<file path="src/rtl/hro_pkg.sv">
package hro_pkg;

  // Amplifier configuration presented to the analog lanes.
  typedef enum logic [1:0] {
    AMP_HOLD      = 2'd0,
    AMP_COMPARE   = 2'd1,
    AMP_INTEGRATE = 2'd2
  } amp_mode_e;

  // Conversion sequencer states.
  typedef enum logic [2:0] {
    SQ_IDLE  = 3'd0,
    SQ_SIGN  = 3'd1,
    SQ_STEP  = 3'd2,
    SQ_CMP   = 3'd3,
    SQ_WRITE = 3'd4
  } seq_state_e;

endpackage

</file>
<file path="src/rtl/hro_sequencer.sv">
module hro_sequencer
  import hro_pkg::*;
#(
  parameter int NMAX = 8,
  parameter int CFGW = 4,
  parameter int IDXW = 3
) (
  input  logic            clk,
  input  logic            rst,
  input  logic            start,
  input  logic [CFGW-1:0] width_cfg,
  output logic [1:0]      amp_mode,
  output logic [IDXW-1:0] step_idx,
  output logic            step_on,
  output logic            sign_cap,
  output logic            mag_cap,
  output logic            clear,
  output logic            wr_en,
  output logic            done,
  output logic [CFGW-1:0] width_q
);

  seq_state_e      state_q;
  amp_mode_e       amp_q;
  logic [CFGW-1:0] eff_w;
  logic [IDXW-1:0] last_idx_d;
  logic [IDXW-1:0] last_idx_q;

  // Clamp the requested width into 1..NMAX.
  always_comb begin
    if (width_cfg == '0)
      eff_w = CFGW'(1);
    else if (width_cfg > CFGW'(NMAX))
      eff_w = CFGW'(NMAX);
    else
      eff_w = width_cfg;
    last_idx_d = IDXW'(eff_w - CFGW'(2));
  end

  always_ff @(posedge clk) begin
    if (rst) begin
      state_q    <= SQ_IDLE;
      amp_q      <= AMP_HOLD;
      step_idx   <= '0;
      step_on    <= 1'b0;
      wr_en      <= 1'b0;
      done       <= 1'b0;
      width_q    <= CFGW'(1);
      last_idx_q <= '0;
    end else begin
      wr_en <= 1'b0;
      done  <= 1'b0;
      unique case (state_q)
        SQ_IDLE: begin
          if (start) begin
            state_q    <= SQ_SIGN;
            amp_q      <= AMP_COMPARE;
            width_q    <= eff_w;
            last_idx_q <= last_idx_d;
          end
        end
        SQ_SIGN: begin
          if (width_q == CFGW'(1)) begin
            state_q <= SQ_WRITE;
            amp_q   <= AMP_HOLD;
            wr_en   <= 1'b1;
          end else begin
            state_q  <= SQ_STEP;
            amp_q    <= AMP_INTEGRATE;
            step_idx <= '0;
            step_on  <= 1'b1;
          end
        end
        SQ_STEP: begin
          state_q <= SQ_CMP;
          amp_q   <= AMP_COMPARE;
          step_on <= 1'b0;
        end
        SQ_CMP: begin
          if (step_idx == last_idx_q) begin
            state_q <= SQ_WRITE;
            amp_q   <= AMP_HOLD;
            wr_en   <= 1'b1;
          end else begin
            state_q  <= SQ_STEP;
            amp_q    <= AMP_INTEGRATE;
            step_idx <= step_idx + IDXW'(1);
            step_on  <= 1'b1;
          end
        end
        SQ_WRITE: begin
          state_q <= SQ_IDLE;
          done    <= 1'b1;
        end
        default: begin
          state_q <= SQ_IDLE;
          amp_q   <= AMP_HOLD;
        end
      endcase
    end
  end

  assign amp_mode = amp_q;
  assign sign_cap = (state_q == SQ_SIGN);
  assign mag_cap  = (state_q == SQ_CMP);
  assign clear    = (state_q == SQ_IDLE) && start;

endmodule

</file>
<file path="src/rtl/hro_lane.sv">
module hro_lane #(
  parameter int MAGW = 7
) (
  input  logic            clk,
  input  logic            rst,
  input  logic            clear,
  input  logic            sign_cap,
  input  logic            mag_cap,
  input  logic            cmp_raw,
  output logic            polarity,
  output logic            sign_bit,
  output logic [MAGW-1:0] mag_raw
);

  logic            decided;
  logic [MAGW:0]   shifted;

  // Comparator pulls low for positive charge; the latch stores positive as 1.
  assign decided = ~cmp_raw;
  assign shifted = {mag_raw, decided};

  always_ff @(posedge clk) begin
    if (rst || clear) begin
      polarity <= 1'b0;
      sign_bit <= 1'b0;
      mag_raw  <= '0;
    end else if (sign_cap) begin
      polarity <= decided;
      sign_bit <= decided;
    end else if (mag_cap) begin
      polarity <= decided;
      mag_raw  <= shifted[MAGW-1:0];
    end
  end

endmodule

</file>
<file path="src/rtl/hro_packer.sv">
module hro_packer #(
  parameter int NEUR = 4,
  parameter int NMAX = 8,
  parameter int CFGW = 4,
  parameter int MAGW = 7
) (
  input  logic [CFGW-1:0]      width_q,
  input  logic [NEUR-1:0]      sign_bits,
  input  logic [NEUR*MAGW-1:0] mags,
  output logic [NEUR*NMAX-1:0] words
);

  for (genvar g = 0; g < NEUR; g++) begin : g_word
    logic [MAGW-1:0] raw;
    logic [MAGW-1:0] fixed;
    logic [NMAX-1:0] word;

    assign raw   = mags[g*MAGW +: MAGW];
    // A negative lane saw every decision mirrored; undo that here.
    assign fixed = sign_bits[g] ? raw : ~raw;

    always_comb begin
      for (int b = 0; b < NMAX; b++) begin
        if (b < int'(width_q) - 1)
          word[b] = (b < MAGW) ? fixed[b] : 1'b0;
        else if (b == int'(width_q) - 1)
          word[b] = sign_bits[g];
        else
          word[b] = 1'b0;
      end
    end

    assign words[g*NMAX +: NMAX] = word;
  end

endmodule

</file>
<file path="src/rtl/halving_readout_ctrl.sv">
module halving_readout_ctrl #(
  parameter  int NEUR = 4,
  parameter  int NMAX = 8,
  localparam int CFGW = $clog2(NMAX + 1),
  localparam int IDXW = (NMAX > 2) ? $clog2(NMAX - 1) : 1,
  localparam int MAGW = (NMAX > 1) ? NMAX - 1 : 1
) (
  input  logic                 clk,
  input  logic                 rst,
  input  logic                 start,
  input  logic [CFGW-1:0]      width_cfg,
  input  logic [NEUR-1:0]      cmp_in,
  output logic [1:0]           amp_mode,
  output logic [IDXW-1:0]      step_idx,
  output logic [NEUR-1:0]      step_sub,
  output logic                 wr_en,
  output logic [NEUR*NMAX-1:0] wr_data,
  output logic                 done
);

  logic            step_on;
  logic            sign_cap;
  logic            mag_cap;
  logic            clear;
  logic [CFGW-1:0] width_q;
  logic [NEUR-1:0] polarity;
  logic [NEUR-1:0] sign_bits;
  logic [NEUR*MAGW-1:0] mags;

  hro_sequencer #(
    .NMAX(NMAX),
    .CFGW(CFGW),
    .IDXW(IDXW)
  ) u_seq (
    .clk      (clk),
    .rst      (rst),
    .start    (start),
    .width_cfg(width_cfg),
    .amp_mode (amp_mode),
    .step_idx (step_idx),
    .step_on  (step_on),
    .sign_cap (sign_cap),
    .mag_cap  (mag_cap),
    .clear    (clear),
    .wr_en    (wr_en),
    .done     (done),
    .width_q  (width_q)
  );

  for (genvar g = 0; g < NEUR; g++) begin : g_lane
    hro_lane #(
      .MAGW(MAGW)
    ) u_lane (
      .clk     (clk),
      .rst     (rst),
      .clear   (clear),
      .sign_cap(sign_cap),
      .mag_cap (mag_cap),
      .cmp_raw (cmp_in[g]),
      .polarity(polarity[g]),
      .sign_bit(sign_bits[g]),
      .mag_raw (mags[g*MAGW +: MAGW])
    );
  end

  // Polarity only reaches the shared step switches while a step is applied.
  assign step_sub = step_on ? polarity : '0;

  hro_packer #(
    .NEUR(NEUR),
    .NMAX(NMAX),
    .CFGW(CFGW),
    .MAGW(MAGW)
  ) u_pack (
    .width_q  (width_q),
    .sign_bits(sign_bits),
    .mags     (mags),
    .words    (wr_data)
  );

endmodule

</file>
<file path="config.mk">
export PLATFORM = sky130hd
export DESIGN_NAME = halving_readout_ctrl
export DESIGN_NICKNAME = d
export VERILOG_FILES = /design/src/rtl/hro_pkg.sv /design/src/rtl/hro_sequencer.sv /design/src/rtl/hro_lane.sv /design/src/rtl/hro_packer.sv /design/src/rtl/halving_readout_ctrl.sv
export SDC_FILE = /design/constraint.sdc
export NUM_CORES = 1
export LEC_CHECK = 0
export ABC_AREA = 1
export CAP_MARGIN = 10
export CORE_AREA = 2 2 90 92
export CTS_BUF_LIST = sky130_fd_sc_hd__clkbuf_4 sky130_fd_sc_hd__clkbuf_8
export CTS_CLUSTER_DIAMETER = 200
export DETAILED_ROUTE_END_ITERATION = 10
export DIE_AREA = 0 0 92 94
export GPL_ROUTABILITY_DRIVEN = 0
export SYNTH_ARGS = -nofsm -noshare
export SYNTH_HDL_FRONTEND = slang
export SYNTH_SLANG_ARGS = --single-unit
</file>
<file path="constraint.sdc">
create_clock -name clk -period 3.5 [get_ports clk]
set_clock_uncertainty 0.2 [all_clocks]
set_input_delay 0.7 -clock clk [delete_from_list [all_inputs] [get_ports clk]]
set_output_delay 0.7 -clock clk [all_outputs]
set_load 0.01 [all_outputs]
</file>
==> out/metrics.yaml, run 1 <==
cells_and_area:
  drive_gt1_frac: 0.0818
  instances_no_fill: 579
  fin_util: 0.488
  antennaDiodeCount: 0
  syn2layout_area_growth_pct: 23.9
  nets: 492
  postLayoutCellArea_um2: 3720
die:
  num_rows: 32
  start_util: 0.394
  die_w_um: 92
  coreArea_um2: 7610
  die_h_um: 94
  io_pins: 54
  dieArea_um2: 8650
worst_setup_path:
  path_class: "flip-flop to output port"
  critPathTopFamily: "buffers and inverters"
  cp_max_fo: 8
  slowest_delay_ns: 0.57
  path_cells: "inv_1 > ha_1 > inv_1 > nor3_2 > inv_2 > nand2_1 > nand2_1 > o21ai_0 > clkdlybuf4s50_1"
  ff2ff_setup_slack_ns: 1.51
  cp_num_buf_inv: 4
  worst_ep_arrival_time_ns: 2.47
  end_kind: "output port"
  startpoint_type: "flip-flop"
  cp_slowest_cell: "clkdlybuf4s50_1"
  ff2ff_path_depth: 5
  timing.rr.end: "g_lane[3].u_lane.mag_raw[5]"
  timing.rr.start: "u_seq.state_q[0]"
  required_ns: 2.60
yosys:
  syn_nets: 444
  syn-cell-area_um2: 3000
  post_synth.cell_area_avg_um2: 7.01
  ys_warn_count: 0
  yosys.cell_types.count: 31
  ys_seq_elements: 54
  synthCells: 428
  yosysSeqAreaShare: 0.360
timing:
  clock.fmax_mhz: 296
  hold_viol_final: 0
  finalCritPeriodShare: 0.964
  post-route-min-period_ns: 3.37
  hold_ws_ns: 0.266
  tightest_slew_ns: 0.702
  rsz0062_at_grt: "yes"
  setup_violations: 0
  slew_violations: 0
  slew_headroom: 0.531
placement:
  hpwl_um: 5740
  dpl_cell_area_um2: 3600
  place_inst: 571
  port-buffer-count: 53
hold_path:
  hp-start: "g_lane[2].u_lane.polarity"
  holdPathEnd: "g_lane[2].u_lane.polarity"
  hold_class: "flip-flop to flip-flop"
  hold_path_depth: 2
global_route:
  grt_max_degree: 37
  antenna_found_initial: 0
  globalRoute.totalOverflow: 0
  track_usage: 0.190
  grt_pass1_wl_um: 13200
  grt_pass1_vias: 2755
cts:
  cts_max_path_buffers: 2
  cts-root-buf: "clkbuf_8"
  numCtsBuffers: 5
  clk_pin_slew_ns: 0.10
  htreeDepth: 2
  clk_latency_ns: 0.30
  cts_sinks: 54
  postCtsSetupRepairBufs: 0
  cts_tree: "done"
job:
  cap_violations: 0
routing:
  wire_per_inst_um: 13.1
  routed-via-count: 2831
  via_per_inst: 4.89
  wirelength_um: 7600
  drc: 0
  drtIter0Drc: 171
  first_pass_iters: 4
  ant_nets: 0
outcome:
  status: "finished clean"
power_and_ir_drop:
  power_leakage_nw: 1.49
  ir_worst_vdd_mv: 0.287
  powerDensity_nw_per_um2: 550
power breakdown:
part           internal [mW]  leakage (nW)  total, mW  switching [mW]
registers              0.652         0.438      0.708          0.0564
logic                  0.439         0.998      0.953           0.514
clock network          0.182        0.0544      0.384           0.202
total                   1.27          1.49       2.05           0.773
state kept, by name, indices dropped and copies added (netlist names):
name                    count
g_lane.u_lane.sign_bit      4
u_seq.wr_en                 1
u_seq.step_on               1
g_lane.u_lane.mag_raw      28
g_lane.u_lane.polarity      4
u_seq.done                  1
u_seq.amp_mode              2
u_seq.state_q               3
u_seq.width_q               4
u_seq.step_idx              3
u_seq.last_idx_q            3
kinds of logic after synthesis:
group           Yosys count  share of synthesized area
simple gates            205                      0.308
compound gates           70                      0.128
buf+inv                  64                     0.0947
flops                    54                      0.360
xor+xnor                 30                     0.0876
fa+ha+maj                 5                     0.0209
timing repair:
item                                    4_1_cts  5_1_grt
resized for setup                             0        2
hold buffers                                  0        0
endpoints found under the setup margin        0        8
metal layers:
metal / vias to the layer above / GRT usage / wire length [um]
li1: 1477 / - / -
met1: 1288 / 0.270 / 3810
met2: 60 / 0.300 / 3350
met3: 6 / 0.0321 / 338
met4: 0 / 0.0510 / 102
met5: - / 0 / 0
worst max-delay path by stage:
stage                           startpoint           to  slack [ns]  cells past startpoint
after floorplan           u_seq.width_q[0]  wr_data[10]        1.11                      9
after global placement    u_seq.width_q[1]  wr_data[14]        0.53                      9
after detailed placement  u_seq.width_q[0]   wr_data[3]        0.47                      9
after CTS                 u_seq.width_q[0]   wr_data[3]        0.13                      9
after global routing      u_seq.width_q[1]   wr_data[6]       -0.03                      9
final                     u_seq.width_q[1]  wr_data[14]        0.13                      9
cells in the final DEF (no fill, tap or decap), types with 2 or more instances in the layout:
cell and n:
xor2_1 8, nand4_1 6, nor2_4 3, clkbuf_8 7, o21ai_0 18, nand3_1 40
ha_1 5, inv_2 6, o22ai_1 3, buf_4 8, a21oi_1 34, clkinv_4 2
a211oi_1 9, nand2_1 113, dfxtp_1 54, nand2_4 3, inv_1 37, xnor2_1 22
nor2_2 4, o21ai_1 2, clkdlybuf4s50_1 52, nor2_1 30
tightest hold or removal path, cell delays in order, from the launching register on:
cell and delay [ns]:
dfxtp_1 0.32, nand2_1 0.06, a21oi_1 0.05
synth_stat cells:
cell type	number	area (um^2)
nor2_1	30	113
nor2_8	1	20.0
a21oi_2	1	8.76
clkinv_4	1	8.76
ha_1	5	62.6
buf_6	3	33.8
inv_1	37	139
nand3_2	1	10.0
nor3_2	1	10.0
dfxtp_1	54	1080
o21a_1	1	7.51
xor2_1	8	70.1
clkbuf_1	4	15.0
inv_2	6	22.5
a211oi_1	9	67.6
o211ai_1	1	7.51
buf_2	13	65.1
nand3_1	40	200
nor4_1	1	6.26
nand2_4	3	33.8
o22ai_1	3	18.8
xnor2_1	22	193
a21oi_1	34	170
nand4_1	6	37.5
o21ai_0	18	90.1
or2_2	1	6.26
nor2_4	3	33.8
nor2_2	4	25.0
nand2_1	113	424
nor3_1	1	5.00
o21ai_1	3	15.0
final cells by class:
cell class,instances,area (um^2)
timing repair buffer,61,593
fill,805,3890
clock inverter,1,8.76
multi-input combinational,310,1640
inverter,44,170
sequential,54,1080
tap,102,128
clock buffer,7,96.3
per-stage QoR:
step / worst slack [ns] / TNS [ns] / power, mW
floorplan: 1.11 / 0 / 1.25
global route: -0.0337 / -0.161 / 2.18
CTS: 0.129 / 0 / 2.05
finish: 0.127 / 0 / 2.05
global placement: 0.527 / 0 / 1.67
detailed placement: 0.470 / 0 / 1.68
No activity file was read; power rests on OpenSTA's default activity.
==> inputs of run 2 (changes only) <==
--- a/config.mk
+++ b/config.mk
@@ -13,6 +13,8 @@
 export DETAILED_ROUTE_END_ITERATION = 10
 export DIE_AREA = 0 0 92 94
 export GPL_ROUTABILITY_DRIVEN = 0
+export GPL_TIMING_DRIVEN = 0
+export SKIP_LAST_GASP = 1
 export SYNTH_ARGS = -nofsm -noshare
 export SYNTH_HDL_FRONTEND = slang
 export SYNTH_SLANG_ARGS = --single-unit
==> run 2 against run 1 <==
  * Hold slack improved by 0.0050 ns
  * First-iteration DRC count fell by 3.5%
  * Maximum frequency rose by 1.2%
  * Critical path depth rose by 1
  * Clock power fell by 7.3%
  * Sequential share of layout area fell by 0.40 points
  * Largest cell class unchanged
  * Final cell count rose by 2.1%
  * Worst setup slack improved by 0.041 ns
  * Combinational power rose by 4.5%
  * Critical endpoint is now wr_data[3]
  * Global-route usage rose by 0.085 points
  * Utilization rose by 0.74 points
==> out/metrics.yaml, run 2 (synthesized netlist as in run 1, its figures left out) <==
global_route:
  grt_pass1_wl_um: 13100  # -0.52%
  globalRoute.totalOverflow: 0  # unchanged
  antenna_found_initial: 0  # unchanged
  grt_pass1_vias: 2762  # +0.25%
  grt_max_degree: 18  # -51%
  track_usage: 0.191  # +0.000855
die:
  io_pins: 54  # unchanged
  num_rows: 32  # unchanged
  die_h_um: 94  # unchanged
  start_util: 0.394  # unchanged
  coreArea_um2: 7610  # unchanged
  die_w_um: 92  # unchanged
  dieArea_um2: 8650  # unchanged
power_and_ir_drop:
  pwr-share-clk: 0.175  # -0.013
  powerDensity_nw_per_um2: 539  # -2.0%
  power_frac_comb: 0.490  # +0.024
  seqPwrFrac: 0.335  # -0.011
  power_switching_uw: 793  # +2.5%
  power_mw: 2.03  # -0.54%
  power_leakage_nw: 1.52  # +1.8%
  ir_worst_vdd_mv: 0.214  # -25%
  p_int_mw: 1.24  # -2.4%
  swShare: 0.390  # +0.0117
cts:
  cts_resized: 0  # unchanged
  cts_hold_buffers: 0  # unchanged
  clk_pin_slew_ns: 0.10  # about the same
  clk_latency_ns: 0.31  # about the same
  cts-root-buf: "clkbuf_8"
  cts_tree: "done"
  postCtsSetupRepairBufs: 0  # unchanged
  numCtsBuffers: 5  # unchanged
  cts_sinks: 54  # unchanged
  cts_max_path_buffers: 2  # unchanged
  htreeDepth: 2  # unchanged
worst_setup_path:
  timing.rr.start: "u_seq.width_q[1]"
  required_ns: 2.60  # about the same
  ff2ff_path_depth: 7  # +2
  path_class: "flip-flop to output port"
  startpoint_type: "flip-flop"
  ff2ff_setup_slack_ns: 1.76  # +0.25 ns
  cp_max_fo: 5  # -3
  timing.rr.end: "u_seq.amp_mode[1]"
  worst_ep_arrival_time_ns: 2.43  # -0.04 ns
  end_kind: "output port"
cells_and_area:
  final_common_cell: "nand2_1"
  drive_gt1_frac: 0.104  # +0.0225
  largest_register_ffs: 28  # unchanged
  instances_no_fill: 591  # +2.1%
  top_register: "g_lane.u_lane.mag_raw"
  final_cell_mix: "nand2_1 (112), dfxtp_1 (53), clkdlybuf4s50_1 (52)"
  nets: 504  # +2.4%
  syn2layout_area_growth_pct: 25.7
  antennaDiodeCount: 0  # unchanged
routing:
  via_per_inst: 4.91  # +0.43%
  routed-via-count: 2902  # +2.5%
  drtIter0Drc: 165  # -3.5%
  wire_per_inst_um: 13.3  # +1.5%
  wirelength_um: 7870  # +3.6%
  first_pass_iters: 4  # unchanged
  ant_nets: 0  # unchanged
  drc: 0  # unchanged
placement:
  place_inst: 583  # +2.1%
  port-buffer-count: 53  # unchanged
  hpwl_um: 6030  # +5.0%
job:
  cap_violations: 0  # unchanged
timing:
  slew_violations: 0  # unchanged
  hold_viol_final: 0  # unchanged
  finalCritPeriodShare: 0.952  # -0.0117
  clock.fmax_mhz: 300  # +1.2%
  setup_violations: 0  # unchanged
  tightest_slew_ns: 0.476  # -0.226 ns
  slew_headroom: 0.683  # +0.151
  post-route-min-period_ns: 3.33  # -0.0408 ns
hold_path:
  holdPathEnd: "u_seq.amp_mode[0]"
  hp-start: "u_seq.amp_mode[0]"
  hold_class: "flip-flop to flip-flop"
  hold_path_depth: 2  # unchanged
outcome:
  status: "finished clean"
## run 2: metal layers
metal	vias to the layer above	track usage	routed length, um
met5	-	0	0
met4	0	0.0622	110
met3	10	0.0273	433
met2	68	0.303	3480
met1	1334	0.269	3850
li1	1490	-	-
## run 2: cell type report
type,count,area [um^2]
fill,784,3830
inverter,44,170
buffer,20,114
sequential,54,1080
tap,102,128
clock inverter,3,21.3
multi-input combinational,310,1660
clock buffer,5,68.8
timing repair buffer,53,533
## run 2: stage by stage
| stage | setup slack, ns | hold slack [ns] | area, um^2 | util | setup TNS (ns) |
|---|---|---|---|---|---|
| 6_report | 0.167 | 0.271 | 3770 | 0.496 | 0 |
| 5_1_grt | -0.00601 | 0.295 | 3770 | 0.496 | -0.00601 |
| 4_1_cts | 0.0500 | 0.275 | 3750 | 0.493 | 0 |
| 3_5_place_dp | 0.424 | 0.260 | 3660 | 0.481 | 0 |
| 3_3_place_gp | 0.449 | 0.256 | 3660 | 0.481 | 0 |
| 2_1_floorplan | 1.11 | 0.239 | 3000 | - | 0 |
## run 2: critical path, cell delays in order, from the launching register on
cell,delay [ns]
dfxtp_2,0.40
inv_1,0.10
ha_1,0.25
nand2_1,0.08
inv_1,0.06
nor2_4,0.14
inv_2,0.08
nand2_4,0.12
nand2_1,0.10
o21ai_0,0.22
clkdlybuf4s50_1,0.57
## run 2: worst max path at each step
stage / start / to / slack, ns / cells past startpoint
6_report: u_seq.width_q[0] / wr_data[3] / 0.17 / 10
5_1_grt: u_seq.width_q[0] / wr_data[16] / -0.006 / 12
4_1_cts: u_seq.width_q[0] / wr_data[6] / 0.05 / 9
3_5_place_dp: u_seq.width_q[0] / wr_data[29] / 0.42 / 8
3_3_place_gp: u_seq.width_q[0] / wr_data[6] / 0.45 / 9
2_1_floorplan: u_seq.width_q[0] / wr_data[10] / 1.11 / 9
## run 2: power groups by stage
stage,logic [mW],registers (mW),clock network [mW]
2_1_floorplan,0.555,0.691,0
3_3_place_gp,0.983,0.694,0
3_5_place_dp,0.990,0.695,0
4_1_cts,0.995,0.681,0.365
5_1_grt,1.10,0.688,0.381
6_report,0.996,0.682,0.356
